==> config.mk <==
export PLATFORM = sky130hd
export DESIGN_NAME = loop_sig_reg
export DESIGN_NICKNAME = d
export VERILOG_FILES = /design/src/rtl/lsr_pkg.sv /design/src/rtl/lsr_parity.sv /design/src/rtl/lsr_bit.sv /design/src/rtl/loop_sig_reg.sv
export SDC_FILE = /design/constraint.sdc
export NUM_CORES = 1
export LEC_CHECK = 0
export ABC_CLOCK_PERIOD_IN_PS = 900
export BUFFER_PORTS_ARGS = -buffer_cell sky130_fd_sc_hd__buf_2
export CAP_MARGIN = 20
export CORE_AREA = 2 2 39 41
export DETAILED_ROUTE_END_ITERATION = 8
export DIE_AREA = 0 0 41 43
export PLACE_DENSITY = 0.36
export REMOVE_ABC_BUFFERS = 1
export SLEW_MARGIN = 20
export SYNTH_ARGS = -nofsm -noshare
export SYNTH_HDL_FRONTEND = slang
export SYNTH_SLANG_ARGS = --single-unit
==> constraint.sdc <==
create_clock -name clk -period 0.9 [get_ports clk]
set_input_delay 0.18 -clock clk [delete_from_list [all_inputs] [get_ports clk]]
set_output_delay 0.18 -clock clk [all_outputs]
set_load 0.02 [all_outputs]
==> src/rtl/lsr_pkg.sv <==
package lsr_pkg;

    typedef enum logic [1:0] {
        MODE_SHIFT = 2'b00,
        MODE_CLEAR = 2'b01,
        MODE_SIGN  = 2'b10,
        MODE_LOAD  = 2'b11
    } lsr_mode_e;

    // Feedback tap mask: bit k set means state bit k feeds the parity.
    // Each entry is a primitive polynomial of the given degree.
    function automatic logic [31:0] lsr_tap_mask(input int width);
        logic [31:0] m;
        m = '0;
        case (width)
            2:       m = 32'h0000_0003;
            3:       m = 32'h0000_0006;
            4:       m = 32'h0000_000C;
            5:       m = 32'h0000_0014;
            6:       m = 32'h0000_0030;
            7:       m = 32'h0000_0060;
            8:       m = 32'h0000_00B8;
            9:       m = 32'h0000_0110;
            10:      m = 32'h0000_0240;
            11:      m = 32'h0000_0500;
            12:      m = 32'h0000_0E08;
            default: m = 32'h0000_0001 << (width - 1);
        endcase
        return m;
    endfunction

endpackage

==> src/rtl/lsr_parity.sv <==
module lsr_parity #(
    parameter int          WIDTH = 3,
    parameter logic [31:0] TAPS  = 32'h6
) (
    input  logic [WIDTH-1:0] state,
    output logic             fb
);
    localparam logic [WIDTH-1:0] MASK = TAPS[WIDTH-1:0];

    assign fb = ^(state & MASK);
endmodule

==> src/rtl/lsr_bit.sv <==
module lsr_bit (
    input  logic data_en,
    input  logic chain_en,
    input  logic din,
    input  logic prev,
    output logic nxt
);
    logic gated_d;
    logic gated_c;

    assign gated_d = data_en & din;             // AND gate
    assign gated_c = ~(~prev | ~chain_en);      // NOR gate
    assign nxt     = gated_d ^ gated_c;         // XOR gate
endmodule

==> src/rtl/loop_sig_reg.sv <==
module loop_sig_reg #(
    parameter int WIDTH = 3
) (
    input  logic             clk,
    input  logic             rst,
    input  logic [1:0]       mode_sel,
    input  logic [WIDTH-1:0] par_in,
    input  logic             scan_in,
    output logic [WIDTH-1:0] par_out,
    output logic             scan_out
);
    import lsr_pkg::*;

    localparam logic [31:0]      TAP_FULL = lsr_tap_mask(WIDTH);
    localparam logic [WIDTH-1:0] TAP_MASK = TAP_FULL[WIDTH-1:0];

    lsr_mode_e        mode;
    logic [WIDTH-1:0] state_q;
    logic [WIDTH-1:0] state_d;
    logic             data_en;
    logic             chain_en;
    logic             head_fb;
    logic             fb;
    logic             head;

    assign mode = lsr_mode_e'(mode_sel);

    // Mode decode: the per-bit gating controls for each operating state.
    always_comb begin
        data_en  = 1'b0;
        chain_en = 1'b0;
        head_fb  = 1'b0;
        unique case (mode)
            MODE_LOAD:  begin data_en = 1'b1; end
            MODE_SIGN:  begin data_en = 1'b1; chain_en = 1'b1; head_fb = 1'b1; end
            MODE_SHIFT: begin chain_en = 1'b1; end
            MODE_CLEAR: begin end
        endcase
    end

    lsr_parity #(.WIDTH(WIDTH), .TAPS(TAP_FULL)) u_parity (
        .state (state_q),
        .fb    (fb)
    );

    assign head = head_fb ? fb : scan_in;

    for (genvar i = 0; i < WIDTH; i++) begin : g_bit
        logic prev;
        if (i == 0) begin : g_head
            assign prev = head;
        end else begin : g_chain
            assign prev = state_q[i-1];
        end
        lsr_bit u_bit (
            .data_en  (data_en),
            .chain_en (chain_en),
            .din      (par_in[i]),
            .prev     (prev),
            .nxt      (state_d[i])
        );
    end

    // State register
    always_ff @(posedge clk) begin
        if (rst) state_q <= '0;
        else     state_q <= state_d;
    end

    // Outputs
    always_comb begin
        par_out  = state_q;
        scan_out = state_q[WIDTH-1];
    end


    reset_zero_chk: assert property (@(posedge clk)
        rst |=> (par_out == '0));


    load_capture_chk: assert property (@(posedge clk) disable iff (rst)
        (mode_sel == 2'b11) |=> (par_out == $past(par_in)));


    clear_zero_chk: assert property (@(posedge clk) disable iff (rst)
        (mode_sel == 2'b01) |=> (par_out == '0));


    shift_move_chk: assert property (@(posedge clk) disable iff (rst)
        (mode_sel == 2'b00) |=> (par_out == {$past(par_out[WIDTH-2:0]), $past(scan_in)}));


    sign_upper_chk: assert property (@(posedge clk) disable iff (rst)
        (mode_sel == 2'b10) |=>
            (par_out[WIDTH-1:1] == ($past(par_in[WIDTH-1:1]) ^ $past(par_out[WIDTH-2:0]))));


    sign_head_chk: assert property (@(posedge clk) disable iff (rst)
        (mode_sel == 2'b10) |=>
            (par_out[0] == ($past(par_in[0]) ^ (^($past(par_out) & TAP_MASK)))));


    scan_top_chk: assert property (@(posedge clk) disable iff (rst)
        (mode_sel == 2'b00) |=> (scan_out == $past(par_out[WIDTH-2])));
endmodule

* Yosys cells after proc, flatten, opt, wreduce, memory -nomap -nowiden
Index checks and enable logic that the tools add are counted.
** Word-level totals
- Logic and storage cells :: 27
- Register bits :: 3
- Bits of input ports :: 8
- Output and inout bits :: 4
** Operators by class
- Bitwise gates (word level) :: 16
- Reductions and logical operators :: 4
- Eq/ne operators :: 2
- Muxes and demuxes :: 4
** Operators with widths (count)
- $not 1->1 :: 7
- $eq 2x2->1 const B :: 2
- $mux 1 :: 4
- $reduce_or 2->1 :: 2
- $and 1x1->1 :: 3
- $or 1x1->1 :: 3
- $reduce_xor 3->1 :: 1
- $xor 1x1->1 :: 3
- $logic_not 2->1 :: 1

* Longest topological paths before layout
Gate-level depths: netlist of the first run.
- Word-level depth :: 7
- Mapped depth :: 3

* Hierarchy
Synthesis of the first run repeated with hierarchy kept, for this count alone.
** Unflattened totals
- Cells, all modules :: 21
- Area, all modules :: 180.2 um2
** Modules (own cells, without submodules)
- loop_sig_reg :: instances 1, cells an instance 11, seq. area each 60.1 um2, area each 122.6 um2
- lsr_bit :: instances 3, cells an instance 3, seq. area each 0.0 um2, area each 16.3 um2
- lsr_parity :: instances 1, cells an instance 1, seq. area each 0.0 um2, area each 8.8 um2

* Least setup slack after synthesis of the first run
No wires, ideal clock.
- Path kind :: register -> register
- From :: register state_q[2] (netlist: par_out[2])
- To :: register state_q[0] (netlist: par_out[0])
- Data arrival time :: 743 ps
- Data required time :: 771 ps
- Setup time :: 129 ps
- Path buffers :: 0
- Setup slack :: 28 ps
- Stages on the path, launching flop included :: 3
- Cells stage by stage :: dfxtp_1 -> xor2_1 -> o211ai_1
** Between the ends
- Longest elaborated chain between the ends :: 6
** Ends and longest elaborated chain
- start, declared :: line loop_sig_reg.sv:18 : logic [WIDTH-1:0] state_q;
- start signal, assigned :: line loop_sig_reg.sv:67 : else state_q <= state_d;
- $reduce_xor 3->1 :: line lsr_parity.sv:10 : assign fb = ^(state & MASK);
- $mux 1 :: line loop_sig_reg.sv:46 : assign head = head_fb ? fb : scan_in;
- $not 1->1 :: line lsr_bit.sv:12 : assign gated_c = ~(~prev | ~chain_en);
- $or 1x1->1 :: line lsr_bit.sv:12
- $not 1->1 :: line lsr_bit.sv:12
- $xor 1x1->1 :: line lsr_bit.sv:13 : assign nxt = gated_d ^ gated_c;
Every way passes these cells.
A chain may end at the register's enable or synchronous reset.

* Worst setup path in the final report of the first run
- From :: register state_q[2] (netlist: par_out[2])
- To :: output port par_out[2]
** RTL lines
- end, declared :: line loop_sig_reg.sv:9 : output logic [WIDTH-1:0] par_out,
No word-level cell between the ends.

==> results by group, run 1 <==
Status
  – Status: finished, final reports clean

Die
  – # IOs: 12
  – Die area: 0.00176 mm²
  – Die W: 41 µm
  – Die H: 43 µm
  – Initial Utilization: 0.132
  – Cell row count: 14
  – Placeable core area: 0.00138 mm²

Synth
  – Yosys warning count: 0
  – Sequential share of the synthesized area: 0.329
  – Syn Inst Count: 22
  – Synthesized area per cell: 8.30 µm²
  – Yosys top cell by area: dfxtp_1
  – Synth top area share: 0.329
  – Area of the mapped netlist: 183 µm²
  – Synthesized flop and latch total: 3
  – Ranking of synthesized cells by area: dfxtp_1 33%, buf_4 12%, nor4b_1 9.6%, xnor2_1 9.6%, nand2b_1 6.8%
  – Yosys cell types: 12

Clock network
  – Clock root cell: clkbuf_4
  – CTS tree: built
  – Clock Path Buffers: 2
  – Clock sink count: 3
  – Reg clk slew, reported paths: 0.04 ns
  – Clock latency on the worst-skew pair: 0.23 ns
  – H-tree depth: 1
  – # hold bufs at CTS: 0
  – Cts bufs inserted: 3

Timing
  – Period utilisation layout: 0.990
  – Highest clock rate: 1.12 GHz
  – Setup violators final: 0
  – Final setup TNS: 0 ns
  – Clock skew: 0.00387 ns
  – Fin crit period: 0.891 ns
  – Worst slew pin tran: 0.261 ns
  – RSZ-0062 raised after global routing: true
  – Endpoints failing hold: 0
  – Final worst slack: 0.00943 ns
  – Rel. slew slack: 0.824
  – Max-slew violation count: 0

GRT
  – Largest net degree at the start of global routing: 6
  – Met2 Use GR: 0.103
  – Met3 global-route usage: 0.0471
  – Layer carrying the most global-route usage: met2
  – Initial antenna violation count: 0
  – Number of global-route vias before repair: 207
  – First-pass GRT wire length: 779 µm
  – Total track usage: 0.0711
  – Total grt overflow: 0
  – Met1 Usage GRT: 0.0639

Placement
  – Inst Count DP: 47
  – # port buffers: 11
  – GP Congestion: 0.550
  – Post-DP HPWL: 340 µm
  – DP Worst Slack: 0.0135 ns

Critical path
  – Arrival time of the worst setup path: 0.71 ns
  – Setup crit end kind: output pin
  – CP Launch Type: flip-flop
  – CP max stage cell: dfxtp_2
  – CP Buf/Inv Count: 1
  – Crit-path cells: buf_4
  – Crit path max-delay family: flip-flops
  – Worst-path fanout max: 3
  – Setup CP Type: reg -> out
  – Largest stage delay on the critical path: 0.34 ns
  – CP required: 0.72 ns

Drt
  – DR iter-0 viols: 0
  – Vias/cell: 3.69
  – First-pass iteration count of the detailed router: 1
  – Total number of vias: 188
  – Final antenna-violating net count: 0
  – DR WL/cell: 8.51 µm
  – Routed WL: 434 µm
  – Post-route DRC violation count: 0

Pwr
  – Peak VDD IR: 0.472 mV
  – Power per Cell Area: 1700 mW/mm²
  – Leak: 0.131 nW

Job
  – MaxCap Viol Count: 0

Layout
  – Finished Layout Cells: 51
  – NumNets Final: 44
  – Share of cells above drive strength 1: 0.514
  – Max FFs per register: 3
  – Synth-to-layout area growth: 58.9%
  – # fillers: 166
  – Antenna Cells: 0

Min path
  – Hold Path Class: in -> reg
==> where the power goes <==
part	leakage (nW)	switching (mW)	total (mW)	internal, mW
clock network	0.0150	0.0706	0.237	0.166
registers	0.0258	0.00894	0.156	0.147
logic	0.0904	0.0485	0.101	0.0522
==> per-layer routing <==
metal,wire length (µm),share of wire,vias to the layer above
li1,-,-,97
met1,151,0.35,87
met2,259,0.60,4
met3,23,0.053,0
met4,0,0,0
met5,0,0,-
==> layout by cell type, fill, tap and decap left out, drive strengths merged, types with 2 or more instances in the layout <==
| cell | count |
|---|---|
| xnor2 | 2 |
| nor4b | 2 |
| nor2 | 2 |
| clkbuf | 4 |
| dfxtp | 3 |
| nand2 | 3 |
| buf | 12 |
| nand2b | 2 |
==> final timing paths <==
path | startpoint | endpoint | slack [ns] | depth (start not counted)
worst min register to register | par_out[0] | par_out[1] | 0.58 | 3
worst max-delay path | par_out[2] | par_out[2] | 0.009 | 1
worst min-delay path | rst | par_out[2] | 0.17 | 2
worst max register to register | par_out[1] | par_out[0] | 0.12 | 2
==> Yosys cell counts (all sizes together) <==
cell and count:
buf 3, o211ai 1, nor2 2, nor4b 2, nand2b 2, dfxtp 3
xnor2 2, nand2 3, xor2 1, a41oi 1, nand3 1, inv 1
==> timing repair <==
item	CTS	global route
gates resized for setup	7	2
setup endpoints to repair	4	4
buffers inserted	0	0
==> logic make-up after synthesis <==
logic type,after synthesis,synth area share
simple gates,10,0.295
buf+inv,4,0.144
xor+xnor,3,0.144
flops,3,0.329
compound gates,2,0.0891
==> metrics by stage <==
step	utilization	power, mW	hold slack, ns	instance area, µm²
after detailed placement	0.175	0.243	0.415	243
after CTS	0.206	0.508	0.153	285
after floorplan	-	0.200	0.252	160
after global placement	0.175	0.245	0.422	243
final	0.210	0.493	0.165	290
after global routing	0.210	0.535	0.177	290
==> layout make-up <==
cell class                      instances  area [µm²]  area share
Clock buffer                            4        26.3      0.0905
Inverter                                1        3.75      0.0129
Multi-Input combinational cell         15        96.3       0.332
Sequential cell                         3        63.8       0.220
Tap cell                               16        20.0      0.0690
Timing Repair Buffer                   12        80.1       0.276
No activity file was read; power rests on OpenSTA's default activity.
==> run 2, diff against run 1 <==
--- a/config.mk
+++ b/config.mk
@@ -8,9 +8,9 @@
 export ABC_CLOCK_PERIOD_IN_PS = 900
 export BUFFER_PORTS_ARGS = -buffer_cell sky130_fd_sc_hd__buf_2
 export CAP_MARGIN = 20
-export CORE_AREA = 2 2 39 41
+export CORE_AREA = 4 4 41 43
 export DETAILED_ROUTE_END_ITERATION = 8
-export DIE_AREA = 0 0 41 43
+export DIE_AREA = 0 0 45 47
 export PLACE_DENSITY = 0.36
 export REMOVE_ABC_BUFFERS = 1
 export SLEW_MARGIN = 20
==> run 2 against run 1 <==
Compared with the run above:
- die area rose by 20%
- utilization up 0.66 points
- non-clock buffer count decreased by 1
- global-route usage shrank 1.4 points
- sequential share of layout area increased by 0.68 points
- sequential power is essentially flat
- critical endpoint is now scan_out
- largest power group unchanged
==> results by group, run 2 (same netlist as run 1, synthesis figures left out) <==
Timing
  – Setup violators final: 0 (unchanged)
  – Max-slew violation count: 0 (unchanged)
  – Final setup TNS: 0 ns (unchanged)
  – RSZ-0062 raised after global routing: true
  – Clock skew: 0.00115 ns (-0.00272 ns)
  – Rel. slew slack: 0.824 (about the same)
  – Endpoints failing hold: 0 (unchanged)
  – Highest clock rate: 1.13 GHz (+0.41%)
  – Worst slew pin tran: 0.260 ns (-0.000206 ns)
  – Period utilisation layout: 0.985 (-0.00406)
  – Fin crit period: 0.887 ns (-0.00366 ns)

Layout
  – Most frequent standard cell in the layout excluding fill and tap cells: buf_2
  – Synth-to-layout area growth: 54.1%
  – Finished Layout Cells: 49 (-3.9%)
  – NumNets Final: 43 (-2.3%)
  – Final core occ: 0.216 (+0.00658)
  – Design area: 282 µm² (-3.0%)
  – Share of cells above drive strength 1: 0.500 (-0.0143)
  – Max FFs per register: 3 (unchanged)
  – Most frequent cells in the layout: 7 x buf_2, 3 x nand2_1, 3 x clkbuf_4, 3 x dfxtp_2
  – Antenna Cells: 0 (unchanged)

Clock network
  – # hold bufs at CTS: 0 (unchanged)
  – CTS tree: built
  – H-tree depth: 1 (unchanged)
  – # resized after CTS: 6 (-1)
  – Clock sink count: 3 (unchanged)
  – Cts bufs inserted: 3 (unchanged)
  – Setup bufs post-CTS: 0 (unchanged)
  – Clock Path Buffers: 2 (unchanged)
  – Reg clk slew, reported paths: 0.03 ns (about the same)
  – Clock root cell: clkbuf_4
  – Clock latency on the worst-skew pair: 0.23 ns (about the same)

Pwr
  – Leak: 0.126 nW (-3.7%)
  – Power per Cell Area: 1720 mW/mm² (+1.0%)
  – Peak VDD IR: 0.719 mV (+52%)
  – Overall Power: 483 µW (-2.0%)

Critical path
  – R2R Path Start: par_out[1]
  – Arrival time of the worst setup path: 0.71 ns (about the same)
  – CP max stage cell: dfxtp_2
  – CP Launch Type: flip-flop
  – Crit-path cells: buf_4
  – Largest stage delay on the critical path: 0.34 ns (about the same)
  – CP required: 0.72 ns (about the same)
  – Crit path launch: par_out[2]
  – Setup CP Type: reg -> out
  – Setup crit end kind: output pin
  – Worst-path fanout max: 3 (unchanged)
  – CP Buf/Inv Count: 1 (unchanged)
  – Crit path max-delay family: flip-flops

Drt
  – Final antenna-violating net count: 0 (unchanged)
  – DR iter-0 viols: 0 (unchanged)
  – Post-route DRC violation count: 0 (unchanged)
  – Total number of vias: 189 (+0.53%)
  – Vias/cell: 3.86 (+4.6%)
  – Routed WL: 469 µm (+8.1%)
  – First-pass iteration count of the detailed router: 1 (unchanged)
  – DR WL/cell: 9.57 µm (+12%)

GRT
  – Largest net degree at the start of global routing: 7 (+1)
  – First-pass GRT wire length: 786 µm (+0.90%)
  – Total grt overflow: 0 (unchanged)
  – Total track usage: 0.0568 (-0.0143)
  – Initial antenna violation count: 0 (unchanged)
  – Number of global-route vias before repair: 203 (-1.9%)

Die
  – Die H: 47 µm (+9.3%)
  – Initial Utilization: 0.140 (+0.00838)
  – Cell row count: 13 (-1)
  – Die area: 0.00212 mm² (+20%)
  – Die W: 45 µm (+9.8%)
  – # IOs: 12 (unchanged)
  – Placeable core area: 0.00130 mm² (-6.0%)

Status
  – Status: finished, final reports clean

Min path
  – Hold Path Class: in -> reg
  – Critical hold path startpoint: rst

Placement
  – # port buffers: 11 (unchanged)
  – Placed cell areas: 234 µm² (-3.6%)
  – GP Congestion: 0.704 (+28%)
  – Inst Count DP: 45 (-4.3%)

Job
  – MaxCap Viol Count: 0 (unchanged)
[run 2: cell types whose count changed in the layout (fill, tap and decap cells not counted)]
cell / delta
buf_4: -1
[run 2: power by group]
part	internal [mW]	total, mW	switching, mW
registers	0.147	0.156	0.00916
logic	0.0495	0.0978	0.0483
clock network	0.166	0.230	0.0638
[run 2: per-stage QoR]
stage	hold WS (ns)	worst slack, ns
after floorplan	0.252	-0.0939
after global placement	0.415	0.0478
after detailed placement	0.400	0.0132
after CTS	0.151	0.00178
after global routing	0.156	-0.0229
final	0.160	0.0131
[run 2: path summary, 6_finish.rpt]
check,end,cells past startpoint,slack (ns)
worst max register to register,par_out[0],2,0.13
worst min-delay path,par_out[2],2,0.16
worst min register to register,par_out[2],3,0.58
worst max-delay path,scan_out,1,0.01
[run 2: area by class of cell]
type | instances | area (µm²)
Fill cell | 159 | 1020
Multi-Input combinational cell | 15 | 96.3
Timing Repair Buffer | 11 | 72.6
Sequential cell | 3 | 63.8
Clock buffer | 4 | 26.3
Tap cell | 15 | 18.8
Inverter | 1 | 3.75
[run 2: per-layer routing]
metal	wire (µm)	vias to the layer above	GRT usage
li1	-	97	-
met1	202	84	0.0431
met2	217	8	0.0932
met3	49	0	0.0651
met4	0	0	0.0175
met5	0	-	0
